File: src/rtl/dec_step_counter.sv
module dec_step_counter #(
  parameter int MODULUS = 10
) (
  input  logic       clk,
  input  logic       rst_n,
  input  logic [1:0] step,
  output logic [3:0] count,
  output logic [6:0] seg_n
);
  localparam logic [3:0] TOP = 4'(MODULUS - 1);

  logic [4:0] sum;
  logic [3:0] nxt;

  always_comb begin
    unique case (step)
      2'b00: sum = {1'b0, count};
      2'b01: sum = {1'b0, count} + 5'd1;
      2'b10: sum = {1'b0, count} + 5'd2;
      default: sum = {1'b0, count} + 5'(MODULUS - 1);
    endcase
  end

  assign nxt = (sum >= 5'(MODULUS)) ? 4'(sum - 5'(MODULUS)) : sum[3:0];

  always_ff @(posedge clk) begin
    if (!rst_n) count <= '0;
    else        count <= nxt;
  end

  always_comb begin
    case (count)
      4'd0: seg_n = 7'h40;
      4'd1: seg_n = 7'h79;
      4'd2: seg_n = 7'h24;
      4'd3: seg_n = 7'h30;
      4'd4: seg_n = 7'h19;
      4'd5: seg_n = 7'h12;
      4'd6: seg_n = 7'h02;
      4'd7: seg_n = 7'h78;
      4'd8: seg_n = 7'h00;
      4'd9: seg_n = 7'h10;
      default: seg_n = 7'h7f;
    endcase
  end


  reset_zero_chk: assert property (@(posedge clk) !rst_n |=> count == 4'd0);

  hold_chk: assert property (@(posedge clk) disable iff (!rst_n)
    (step == 2'b00) |=> $stable(count));

  inc1_chk: assert property (@(posedge clk) disable iff (!rst_n)
    (step == 2'b01 && count <= TOP) |=> count == (($past(count) == TOP) ? 4'd0 : $past(count) + 4'd1));

  dec1_chk: assert property (@(posedge clk) disable iff (!rst_n)
    (step == 2'b11 && count <= TOP) |=> count == (($past(count) == 4'd0) ? TOP : $past(count) - 4'd1));

  range_chk: assert property (@(posedge clk) disable iff (!rst_n) count <= TOP);
endmodule

File: config.mk
export PLATFORM = sky130hd
export DESIGN_NAME = dec_step_counter
export DESIGN_NICKNAME = d
export VERILOG_FILES = /design/src/rtl/dec_step_counter.sv
export SDC_FILE = /design/constraint.sdc
export NUM_CORES = 1
export LEC_CHECK = 0
export BUFFER_PORTS_ARGS = -buffer_cell sky130_fd_sc_hd__buf_2
export CAP_MARGIN = 10
export CORE_ASPECT_RATIO = 0.75
export CORE_MARGIN = 8
export CORE_UTILIZATION = 30
export DETAILED_ROUTE_END_ITERATION = 10
export PLACE_DENSITY = 0.59
export SLEW_MARGIN = 20
export SYNTH_ARGS = -nofsm -noshare
export SYNTH_HDL_FRONTEND = slang
export SYNTH_SLANG_ARGS = --single-unit
File: constraint.sdc
create_clock -name clk -period 3.7 [get_ports clk]
set_input_delay 0.37 -clock clk [delete_from_list [all_inputs] [get_ports clk]]
set_output_delay 0.37 -clock clk [all_outputs]
set_load 0.005 [all_outputs]
# After elaboration in Yosys (flattened, before gate mapping)
# Memories as Yosys holds them, arrays and structs flattened. A register that Yosys moved wholly into a read port is not among the register bits.
# Index checks and enable logic that the tools add are counted.
[word_totals]
reg_bits = 4
latchBits = 0
ramBits = 0
rom_bits = 112
input_bits = 4
out_inout_bits = 11
elab_cells = 13
n_memories = 1
[memory_table]
columns = ["memory", "words", "width", "rd", "rd_clocked_by_memory_dff", "write_ports", "line_no", "source"]
rows = [
  ["(no name shown)", 16, 7, 1, 1, 0, "32", "case (count)"],
]
[op_classes]
n_addsub = 4
multipliers = 0
div = 0
magnitude_cmp = 1
eq_ne = 2
shift = 0
mux = 3
bitwise = 0
n_reduce_logical = 1
[ops]
columns = ["cell", "n"]
rows = [
  ["$pmux W5 S3", 1],
  ["$mux W4", 2],
  ["$add A4 B1 Y5 const B", 1],
  ["$add A4 B2 Y5 const B", 1],
  ["$add A4 B4 Y5 const B", 1],
  ["$ge A5 B4 Y1 const B", 1],
  ["$sub A4 B4 Y4 const B", 1],
  ["$eq A2 B1 Y1 const B", 1],
  ["$eq A2 B2 Y1 const B", 1],
  ["$logic_not A2 Y1", 1],
]

# Logic depth before layout (Yosys ltp)
# Gate-level depths: netlist of run 1.
[depth]
depth_word = 5
ltp_mapped = 14
mapped_depth_nobuf = 14

# Worst setup path before layout of run 1
# No wires, ideal clock.
[synth_timing]
path_type = "register to register"
start = "register count[2]"
end = "register seg_n[5] (netlist name)"
setup_ns = 0.103
arrival_time_ns = 2.851
path_slack_ns = 0.746
path_stages_with_launch = 14
path_buffers = 0
path_cell_list = "dfxtp_1 -> ha_1 -> mux2_4 -> mux2i_4 -> ha_1 -> inv_1 -> a211oi_1 -> o31ai_2 -> xnor2_1 -> and2_4 -> inv_1 -> ha_1 -> and3_1 -> a2111oi_2"
[synth_via]
elab_chain_cells = 5
elab_cells_between_ends = 8
[synth_rtl]
columns = ["element", "line_no", "source"]
rows = [
  ["start, declared", "7", "output logic [3:0] count,"],
  ["start signal, assigned", "28", "else count <= nxt;"],
  ["$add A4 B4 Y5 (tied with other cells)", "20", "default: sum = {1'b0, count} + 5'(MODULUS - 1);"],
  ["$pmux W5 S3 (*)", "16", "unique case (step)"],
  ["$sub A4 B4 Y4 / $ge A5 B4 Y1 (equally long branches)", "24", "assign nxt = (sum >= 5'(MODULUS)) ? 4'(sum - 5'(MODULUS)) : sum[3:0];"],
  ["$mux W4 (*)", "24", ""],
  ["$mux W4 (no source line) (*)", "--", ""],
]
# Mark *: on every way between the ends. The rest lies on a longest branch, timed or not.
# A chain may end at the register's enable or synchronous reset.

# Final worst setup path of run 1
[layout_timing]
start = "register count[1]"
end = "register seg_n[5] (netlist name)"
[layout_via]
elab_chain_cells = 5
elab_cells_between_ends = 8
[layout_rtl]
columns = ["element", "line_no"]
rows = [
  ["$add A4 B4 Y5 (tied with other cells)", "20"],
  ["$pmux W5 S3 (*)", "16"],
  ["$sub A4 B4 Y4 / $ge A5 B4 Y1 (equally long branches)", "24"],
  ["$mux W4 (*)", "24"],
  ["$mux W4 (no source line) (*)", "--"],
]
# Marked as above.

==> results.txt, run 1 <==
CTS resizes = 0
Most common cell after layout, fill and taps aside = buf_2
Critical path launch point = count[1]$_SDFF_PN0_
Final Hold Viols = 0
Hold_sp = rst_n
Cell count of the worst reg-to-reg path = 13
Core box area = 0.002562 mm²
Reg2Reg Setup Slack = 0.41 ns
Layout Skew = 0.006342 ns
Syn_area_per_cell = 9.253 µm²
Max H-tree Level = 1
Share of cells above drive strength 1 = 28.43%
Post-synth top area cell = dfxtp_1
Min-Delay Path Depth = 2
Met3 usage = 2.310%
1st-iter DRT viols = 99
Initial Util = 31.05%
Register area share after synthesis = 27.67%
Max-slew violations = 0
Crit Path Class = flip-flop to flip-flop
Post-layout minimum cycle time = 3.288 ns
# DRC = 0
Worst hold path type = input port to flip-flop
Largest net degree at the start of global routing = 11
First-pass GRT wire length = 3049 µm
Worst-path fanout max = 5
Clock transition at the registers of the reported paths = 0.07 ns
Root Driver = clkbuf_4
Worst skew pair latency = 0.27 ns
Busiest grt layer = met2
Initial antenna violation count = 0
Worst-margin pin slew = 0.4443 ns
RR Endpoint = seg_n[5]$_DFF_P_
DR pass1 iterations = 4
Hold Path Sink = seg_n[2]$_DFF_P_
Logic pwr share = 63.5%
Placement Cell Area = 895.9 µm²
CTS Hold Bufs = 0
Final Cell Area = 922.1 µm²
Synthesized instance count = 86
Peak VDD IR = 0.1346 mV
Power Density = 810.3 mW/mm²
# clock sinks = 11
Post-DP HPWL = 1369 µm
Post-synthesis register bit count = 11
Wire per inst = 11.93 µm
Net count, final = 116
Critical Path Source Type = flip-flop
Clock buffer depth = 2
Psw = 0.3287 mW
Die area = 0.004574 mm²
Total GRT Usage = 8.635%
Num CTS Buffers = 3
Lkg Pwr = 0.4373 nW
Post-synthesis cell area = 795.8 µm²
Post-route setup TNS = 0 ns
Switching share of total power = 43.99%
Post-CTS Setup Inserts = 0
Die extent in y = 60.61 µm
Reg2reg start = count[1]$_SDFF_PN0_
Synth unique cells = 35
Maxcap violations = 0
Gpl congestion = 0.8412
Die width = 75.47 µm
Area growth syn-to-layout = 15.88%
Gr ovfl total = 0
Commonest non-fill, non-tap cells in the layout = buf_2 (14), nor2_1 (11), dfxtp_1 (11)
Diodes inserted = 0
Vias in the first global route = 672
Period utilisation layout = 88.86%
Num ports = 15
Sequential share of power = 25.8%
Synth top area share = 27.67%
Crit end category = flip-flop
Drt via density = 4.804
Layout fillers = 287
Total number of vias = 663
PortBufs = 14
RSZ-0062 raised after global routing = false
Mapped Nets = 99
Status = finished clean
Total routed wirelength = 1646 µm
Final WS setup = 0.4122 ns
Synth top area cells = dfxtp_1 (28%), ha_1 (14%), nor2_1 (5.2%)
FP Rows = 16
CP arrival = 3.45 ns
CP required = 3.86 ns
Antenna Nets Post-Route = 0
M1 GR Usage = 10.00%
Final Setup Violations = 0
Ys Warns = 0
Relative slew slack = 70.11%
CTS tree = yes
Place WS = 0.4339 ns
Met2 track demand over resource = 14.48%
Power, Total = 0.7472 mW
Fmax achieved = 304.2 MHz
Clk pwr share = 10.7%
Internal Power = 0.4185 mW
registers in the layout, indices dropped and copies added (netlist names):
signal	flops
count	4
seg_n	7
area by class of cell:
class	count	area, µm²	area share, %
multi-input cells	65	530.5	57.53
flip-flops and latches	11	220.2	23.88
repair buffers	14	70.07	7.598
well taps	36	45.04	4.885
inverters	8	30.03	3.256
clock buffers	4	26.28	2.849
per-stage QoR:
stage | utilization (%) | std cells | hold WS, ns
2_1_floorplan | - | 86 | 0.6542
3_3_place_gp | 34.96 | 134 | 0.6973
3_5_place_dp | 34.96 | 134 | 0.7012
4_1_cts | 35.99 | 138 | 0.4046
5_1_grt | 35.99 | 138 | 0.4156
6_report | 35.99 | 138 | 0.4197
synth_stat cells:
cell	instances
a2111oi_2	1
a211oi_1	2
a21oi_1	4
a221oi_1	1
a221oi_4	1
a22o_1	1
a311oi_1	3
a31o_2	1
a41oi_1	1
and2_1	1
and2_4	1
and3_1	3
and3b_1	1
buf_6	1
clkbuf_1	1
dfxtp_1	11
ha_1	9
inv_1	8
mux2_2	1
mux2_4	1
mux2i_1	2
mux2i_4	1
nand2_1	2
nand2b_1	1
nand3_1	3
nor2_1	11
nor2_2	2
nor2b_1	1
nor3_2	1
nor4_1	1
o21ai_0	2
o31ai_2	1
or2_2	1
xnor2_1	1
xor2_1	3
kinds of logic after synthesis:
family	share of synthesized area, %
multiplexers	8.647
AO/OA/AOI/OAI	20.13
buffers and inverters	5.660
XOR/XNOR	4.403
AND/OR/NAND/NOR	19.34
flip-flops	27.67
adder cells (fa/ha/maj)	14.15
worst max-delay path by stage:
stage,cells after the start,endpoint
global placement,13,seg_n[5]$_DFF_P_
finish,13,seg_n[5]$_DFF_P_
CTS,13,seg_n[5]$_DFF_P_
floorplan,13,seg_n[5]$_DFF_P_
global route,13,seg_n[5]$_DFF_P_
detailed placement,13,seg_n[5]$_DFF_P_
power groups by stage:
stage	combinational, mW	sequential [mW]	clock [mW]
after floorplan	0.354	0.200	0
after global placement	0.468	0.196	0
after detailed placement	0.477	0.197	0
after CTS	0.478	0.194	0.0850
after global routing	0.547	0.201	0.0913
final	0.475	0.193	0.0796
worst max-delay path: stages, from the launching register on:
cell and delay (ns):
dfxtp_1 0.43, ha_1 0.27, mux2_4 0.27, mux2i_4 0.17, ha_1 0.23, inv_1 0.08, a211oi_1 0.30, o31ai_2 0.10
xnor2_1 0.34, and2_4 0.24, inv_1 0.07, ha_1 0.24, and3_1 0.17, a2111oi_2 0.26
metal layers:
metal,share of wire (%),routed length [µm]
met5,0,0
met3,4.6,76
met1,46,757
met2,47,775
met4,2.2,36
Power figures use the tool's default switching activity.
==> inputs of run 2 (changes only) <==
--- a/config.mk
+++ b/config.mk
@@ -7,7 +7,6 @@
 export LEC_CHECK = 0
 export BUFFER_PORTS_ARGS = -buffer_cell sky130_fd_sc_hd__buf_2
 export CAP_MARGIN = 10
-export CORE_ASPECT_RATIO = 0.75
 export CORE_MARGIN = 8
 export CORE_UTILIZATION = 30
 export DETAILED_ROUTE_END_ITERATION = 10
==> results.txt, run 2 (synthesis results as in run 1) <==
Min-Delay Path Depth = 2 (unchanged)
Logic pwr share = 64.0% (+0.5 points)
Slowest CP cell = dfxtp_1
Sequential share of power = 25.3% (-0.5 points)
Worst hold path type = input port to flip-flop
Wire per inst = 13.35 µm (+12%)
# placed instances = 129 (-3.7%)
Die width = 67.50 µm (-11%)
PortBufs = 14 (unchanged)
Cell Count, Final, Fillers Out = 133 (-3.6%)
Max reg flops = 7 (unchanged)
Initial Util = 31.83% (+0.78 points)
Crit path max-delay family = adder cells
Drt via density = 5.143 (+7.0%)
DR pass1 iterations = 4 (unchanged)
Most common cell after layout, fill and taps aside = buf_2
Internal Power = 0.4297 mW (+2.7%)
Reg2Reg Setup Slack = 0.53 ns (+0.12 ns)
First-pass GRT wire length = 3015 µm (-1.1%)
Switching share of total power = 43.92% (-0.067 points)
Crit end category = flip-flop
Share of cells above drive strength 1 = 29.13% (+0.69 points)
CTS tree = yes
FP Rows = 18 (+2)
# clock sinks = 11 (unchanged)
1st-iter DRT viols = 39 (-61%)
Layout Skew = 0.008643 ns (+0.002301 ns)
Final Hold Viols = 0 (unchanged)
CP arrival = 3.35 ns (-0.10 ns)
Final Setup Violations = 0 (unchanged)
Clk pwr share = 10.7% (about the same)
CTS resizes = 0 (unchanged)
Antenna Nets Post-Route = 0 (unchanged)
Root Driver = clkbuf_4
Status = finished clean
Post-layout minimum cycle time = 3.171 ns (-0.1165 ns)
Num ports = 15 (unchanged)
Clock buffer depth = 2 (unchanged)
Worst-path fanout max = 6 (+1)
Psw = 0.3366 mW (+2.4%)
Max incr delay on CP = 0.45 ns (+0.02 ns)
RSZ-0062 raised after global routing = false
Period utilisation layout = 85.71% (-3.1 points)
Layout fillers = 262 (-8.7%)
Cell mode on critical path = ha_1
Area of the multi-input gates = 530.5 µm² (unchanged)
Crit-path cells = ha_1 > mux2_4 > mux2i_4 > ha_1 > inv_1 > a211oi_1 > o31ai_2 > xnor2_1 > and2_4 > inv_1 > ha_1 > and3_1 > a2111oi_2
Die area = 0.004556 mm² (-0.39%)
Die extent in y = 67.50 µm (+11%)
Area growth syn-to-layout = 15.88% (unchanged)
Post-CTS Setup Inserts = 0 (unchanged)
Peak VDD IR = 0.3395 mV (+150%)
Post-DP HPWL = 1375 µm (+0.46%)
RR Endpoint = seg_n[5]$_DFF_P_
Commonest non-fill, non-tap cells in the layout = buf_2 (14), nor2_1 (11), dfxtp_1 (11)
Reg2reg start = count[2]$_SDFF_PN0_
Initial antenna violation count = 0 (unchanged)
Core box area = 0.002500 mm² (-2.4%)
Hold Path Sink = seg_n[2]$_DFF_P_
Cell count of the worst reg-to-reg path = 13 (unchanged)
Max-slew violations = 0 (unchanged)
Largest net degree at the start of global routing = 11 (unchanged)
Critical Path Source Type = flip-flop
CP Buf/Inv Count = 2 (unchanged)
Clock transition at the registers of the reported paths = 0.08 ns (about the same)
FF+latch area = 220.2 µm² (unchanged)
Lkg Pwr = 0.4421 nW (+1.1%)
Relative slew slack = 69.83% (-0.28 points)
Hold_sp = rst_n
Vias in the first global route = 694 (+3.3%)
Total GRT Usage = 8.583% (-0.052 points)
Worst skew pair latency = 0.27 ns (about the same)
Diodes inserted = 0 (unchanged)
Num CTS Buffers = 3 (unchanged)
CP required = 3.87 ns (about the same)
Worst-margin pin slew = 0.4484 ns (+0.004108 ns)
Max H-tree Level = 1 (unchanged)
Net count, final = 117 (+0.86%)
# DRC = 0 (unchanged)
CTS Hold Bufs = 0 (unchanged)
Maxcap violations = 0 (unchanged)
Gpl congestion = 0.8179 (-2.8%)
Power Density = 831.0 mW/mm² (+2.5%)
Gr ovfl total = 0 (unchanged)
Crit Path Class = flip-flop to flip-flop
Total number of vias = 684 (+3.2%)
Fmax achieved = 315.3 MHz (+3.7%)
Post-route setup TNS = 0 ns (unchanged)
Final core occ = 36.89% (+0.90 points)
Total routed wirelength = 1775 µm (+7.8%)
run 2: cell types whose count changed in the layout (fill, tap and decap cells not counted):
cell   change
buf_4      +1
run 2: power groups by stage:
stage,logic (mW),clock network (mW),registers (mW)
2_1_floorplan,0.354,0,0.200
3_3_place_gp,0.481,0,0.196
3_5_place_dp,0.491,0,0.197
4_1_cts,0.495,0.0853,0.195
5_1_grt,0.551,0.0927,0.202
6_report,0.490,0.0824,0.194
run 2: stage by stage:
| step | setup slack, ns | hold WS [ns] | total power [mW] | instance area (µm²) |
|---|---|---|---|---|
| 2_1_floorplan | 0.7457 | 0.6542 | 0.5547 | 795.8 |
| 3_5_place_dp | 0.5860 | 0.6858 | 0.6883 | 895.9 |
| 4_1_cts | 0.5346 | 0.3930 | 0.7746 | 922.1 |
| 5_1_grt | 0.2986 | 0.4237 | 0.8463 | 922.1 |
| 3_3_place_gp | 0.7172 | 0.6868 | 0.6768 | 895.9 |
| 6_report | 0.5287 | 0.4051 | 0.7663 | 922.1 |
run 2: area by class of cell:
cell class	instances	share of cell area (%)
Tap cell	30	4.071
Sequential cell	11	23.88
Timing Repair Buffer	15	8.412
Multi-Input combinational cell	65	57.53
Inverter	8	3.256
Clock buffer	4	2.849
run 2: worst max path at each step:
stage	from	slack [ns]	cells past startpoint	end
2_1_floorplan	count[2]$_SDFF_PN0_	0.75	13	seg_n[5]$_DFF_P_
3_3_place_gp	count[2]$_SDFF_PN0_	0.72	13	seg_n[5]$_DFF_P_
3_5_place_dp	count[2]$_SDFF_PN0_	0.59	13	seg_n[5]$_DFF_P_
4_1_cts	count[2]$_SDFF_PN0_	0.53	13	seg_n[5]$_DFF_P_
5_1_grt	count[2]$_SDFF_PN0_	0.30	13	seg_n[5]$_DFF_P_
6_report	count[2]$_SDFF_PN0_	0.53	13	seg_n[5]$_DFF_P_
run 2: routing by layer:
layer,up-vias,GRT usage [%],routed length (µm)
met2,14,14.08,801
met1,323,9.420,803
met4,0,5.222,34
met3,5,2.815,136
met5,-,0,0
li1,342,-,-
run 2: worst reg2reg max path, cell delays in order (launching register included):
cell and delay [ns]:
dfxtp_1 0.45, ha_1 0.28, mux2_4 0.27, mux2i_4 0.17, ha_1 0.24, inv_1 0.08
a211oi_1 0.33, o31ai_2 0.11, xnor2_1 0.22, and2_4 0.20, inv_1 0.07, ha_1 0.23
and3_1 0.16, a2111oi_2 0.26
==> inputs of run 3 (changes only) <==
--- a/config.mk
+++ b/config.mk
@@ -5,12 +5,12 @@
 export SDC_FILE = /design/constraint.sdc
 export NUM_CORES = 1
 export LEC_CHECK = 0
-export BUFFER_PORTS_ARGS = -buffer_cell sky130_fd_sc_hd__buf_2
 export CAP_MARGIN = 10
 export CORE_MARGIN = 8
 export CORE_UTILIZATION = 30
 export DETAILED_ROUTE_END_ITERATION = 10
-export PLACE_DENSITY = 0.59
+export DONT_BUFFER_PORTS = 1
+export PLACE_DENSITY = 0.55
 export SLEW_MARGIN = 20
 export SYNTH_ARGS = -nofsm -noshare
 export SYNTH_HDL_FRONTEND = slang
==> results.txt, run 3 (synthesis results as in run 1) <==
Status = finished clean
Max-slew violations = 0 (unchanged)
First-pass GRT wire length = 2773 µm (-8.0%)
Period utilisation layout = 86.40% (+0.69 points)
1st-iter DRT viols = 30 (-23%)
Met2 routed WL = 816 µm (+1.9%)
Final core occ = 34.08% (-2.8 points)
Layout fillers = 263 (+0.38%)
Highest routed layer = met4
Core box area = 0.002500 mm² (unchanged)
Wire per inst = 14.22 µm (+6.5%)
Total GRT Usage = 7.770% (-0.81 points)
Fmax achieved = 312.8 MHz (-0.80%)
Post-CTS Setup Inserts = 0 (unchanged)
Worst hold path type = input port to flip-flop
CTS tree = yes
Gr ovfl total = 0 (unchanged)
Cell mode on critical path = ha_1
Crit end category = flip-flop
Power Density = 850.1 mW/mm² (+2.3%)
# DRC = 0 (unchanged)
Final Hold Viols = 0 (unchanged)
Critical Path Source Type = flip-flop
Clock buffer depth = 2 (unchanged)
CTS resizes = 0 (unchanged)
CP arrival = 3.37 ns (+0.02 ns)
Initial Util = 31.83% (unchanged)
Layout Skew = 0.006188 ns (-0.002454 ns)
Crit-path cells = ha_1 > mux2_4 > mux2i_4 > ha_1 > inv_1 > a211oi_1 > o31ai_2 > xnor2_1 > and2_4 > inv_1 > ha_1 > and3_1 > a2111oi_2
Gpl congestion = 0.7818 (-4.4%)
Num CTS Buffers = 3 (unchanged)
Hold_ws = 0.1932 ns (-0.2118 ns)
Worst skew pair latency = 0.27 ns (about the same)
# placed instances = 115 (-11%)
FP Rows = 18 (unchanged)
Diodes inserted = 0 (unchanged)
Total number of vias = 622 (-9.1%)
Final Setup Violations = 0 (unchanged)
Cell Count, Final, Fillers Out = 119 (-11%)
Clock transition at the registers of the reported paths = 0.07 ns (about the same)
CTS Hold Bufs = 0 (unchanged)
CP required = 3.87 ns (about the same)
Net count, final = 103 (-12%)
Post-DP HPWL = 1302 µm (-5.4%)
Initial antenna violation count = 0 (unchanged)
Wl on met1 = 733 µm (-8.7%)
Commonest non-fill, non-tap cells in the layout = nor2_1 (11), dfxtp_1 (11), ha_1 (9)
Die extent in y = 67.50 µm (unchanged)
Crit path max-delay family = adder cells
Peak VDD IR = 0.3125 mV (-8.0%)
Post-route setup TNS = 0 ns (unchanged)
Die width = 67.50 µm (unchanged)
Slowest CP cell = dfxtp_1
Vias in the first global route = 600 (-14%)
Root Driver = clkbuf_4
Worst-margin pin slew = 0.4472 ns (-0.001203 ns)
CP Buf/Inv Count = 2 (unchanged)
Largest net degree at the start of global routing = 11 (unchanged)
Die area = 0.004556 mm² (unchanged)
Drt via density = 5.227 (+1.6%)
Num ports = 15 (unchanged)
Metal3 WL = 120 µm (-12%)
Relative slew slack = 69.91% (+0.081 points)
Maxcap violations = 0 (unchanged)
Max incr delay on CP = 0.47 ns (+0.02 ns)
Share of cells above drive strength 1 = 17.98% (-11 points)
Crit Path Class = flip-flop to flip-flop
PortBufs = 0 (-14)
Total routed wirelength = 1692 µm (-4.7%)
Antenna Nets Post-Route = 0 (unchanged)
Max reg flops = 7 (unchanged)
DR pass1 iterations = 4 (unchanged)
Worst-path fanout max = 6 (unchanged)
Max H-tree Level = 1 (unchanged)
# clock sinks = 11 (unchanged)
Lkg Pwr = 0.3800 nW (-14%)
Post-layout minimum cycle time = 3.197 ns (+0.02561 ns)
Area growth syn-to-layout = 7.075%
RSZ-0062 raised after global routing = false
[run 3: changes by cell type in the layout (fill, tap and decap cells not counted)]
cell / before / now
buf_2: 14 / 0
[run 3: final timing paths]
kind	cells past startpoint	slack, ns	start	end
worst max-delay path	13	0.50	count[2]$_SDFF_PN0_	seg_n[5]$_DFF_P_
worst min-delay path	1	0.19	rst_n	seg_n[2]$_DFF_P_
worst max register to register	13	0.50	count[2]$_SDFF_PN0_	seg_n[5]$_DFF_P_
worst min register to register	3	0.83	count[0]$_SDFF_PN0_	count[0]$_SDFF_PN0_
[run 3: per-stage QoR]
step                power, mW  instance area [µm²]  setup slack (ns)
detailed placement     0.6431                825.8            0.5175
global placement       0.6417                825.8            0.5951
global route           0.7947                852.1            0.2491
CTS                    0.7309                852.1            0.4683
floorplan              0.5547                795.8            0.7457
finish                 0.7243                852.1            0.5030
[run 3: where the power goes]
group / internal, mW / switching (mW) / leakage, nW
Clock: 0.0417 / 0.0414 / 0.0150
Sequential: 0.168 / 0.0408 / 0.0917
Combinational: 0.191 / 0.241 / 0.273
Total: 0.401 / 0.324 / 0.380
[run 3: metal layers]
metal	global-route usage, %	vias up
met3	1.821	3
met2	13.14	15
li1	-	314
met1	8.642	290
met5	0	-
met4	4.700	0
[run 3: area by class of cell]
cell class                 count  area [µm²]  share of cell area [%]
timing repair buffer           1       7.507                  0.8811
multi-input combinational     65       530.5                   62.26
tap                           30       37.54                   4.405
clock buffer                   4       26.28                   3.084
inverter                       8       30.03                   3.524
sequential                    11       220.2                   25.84
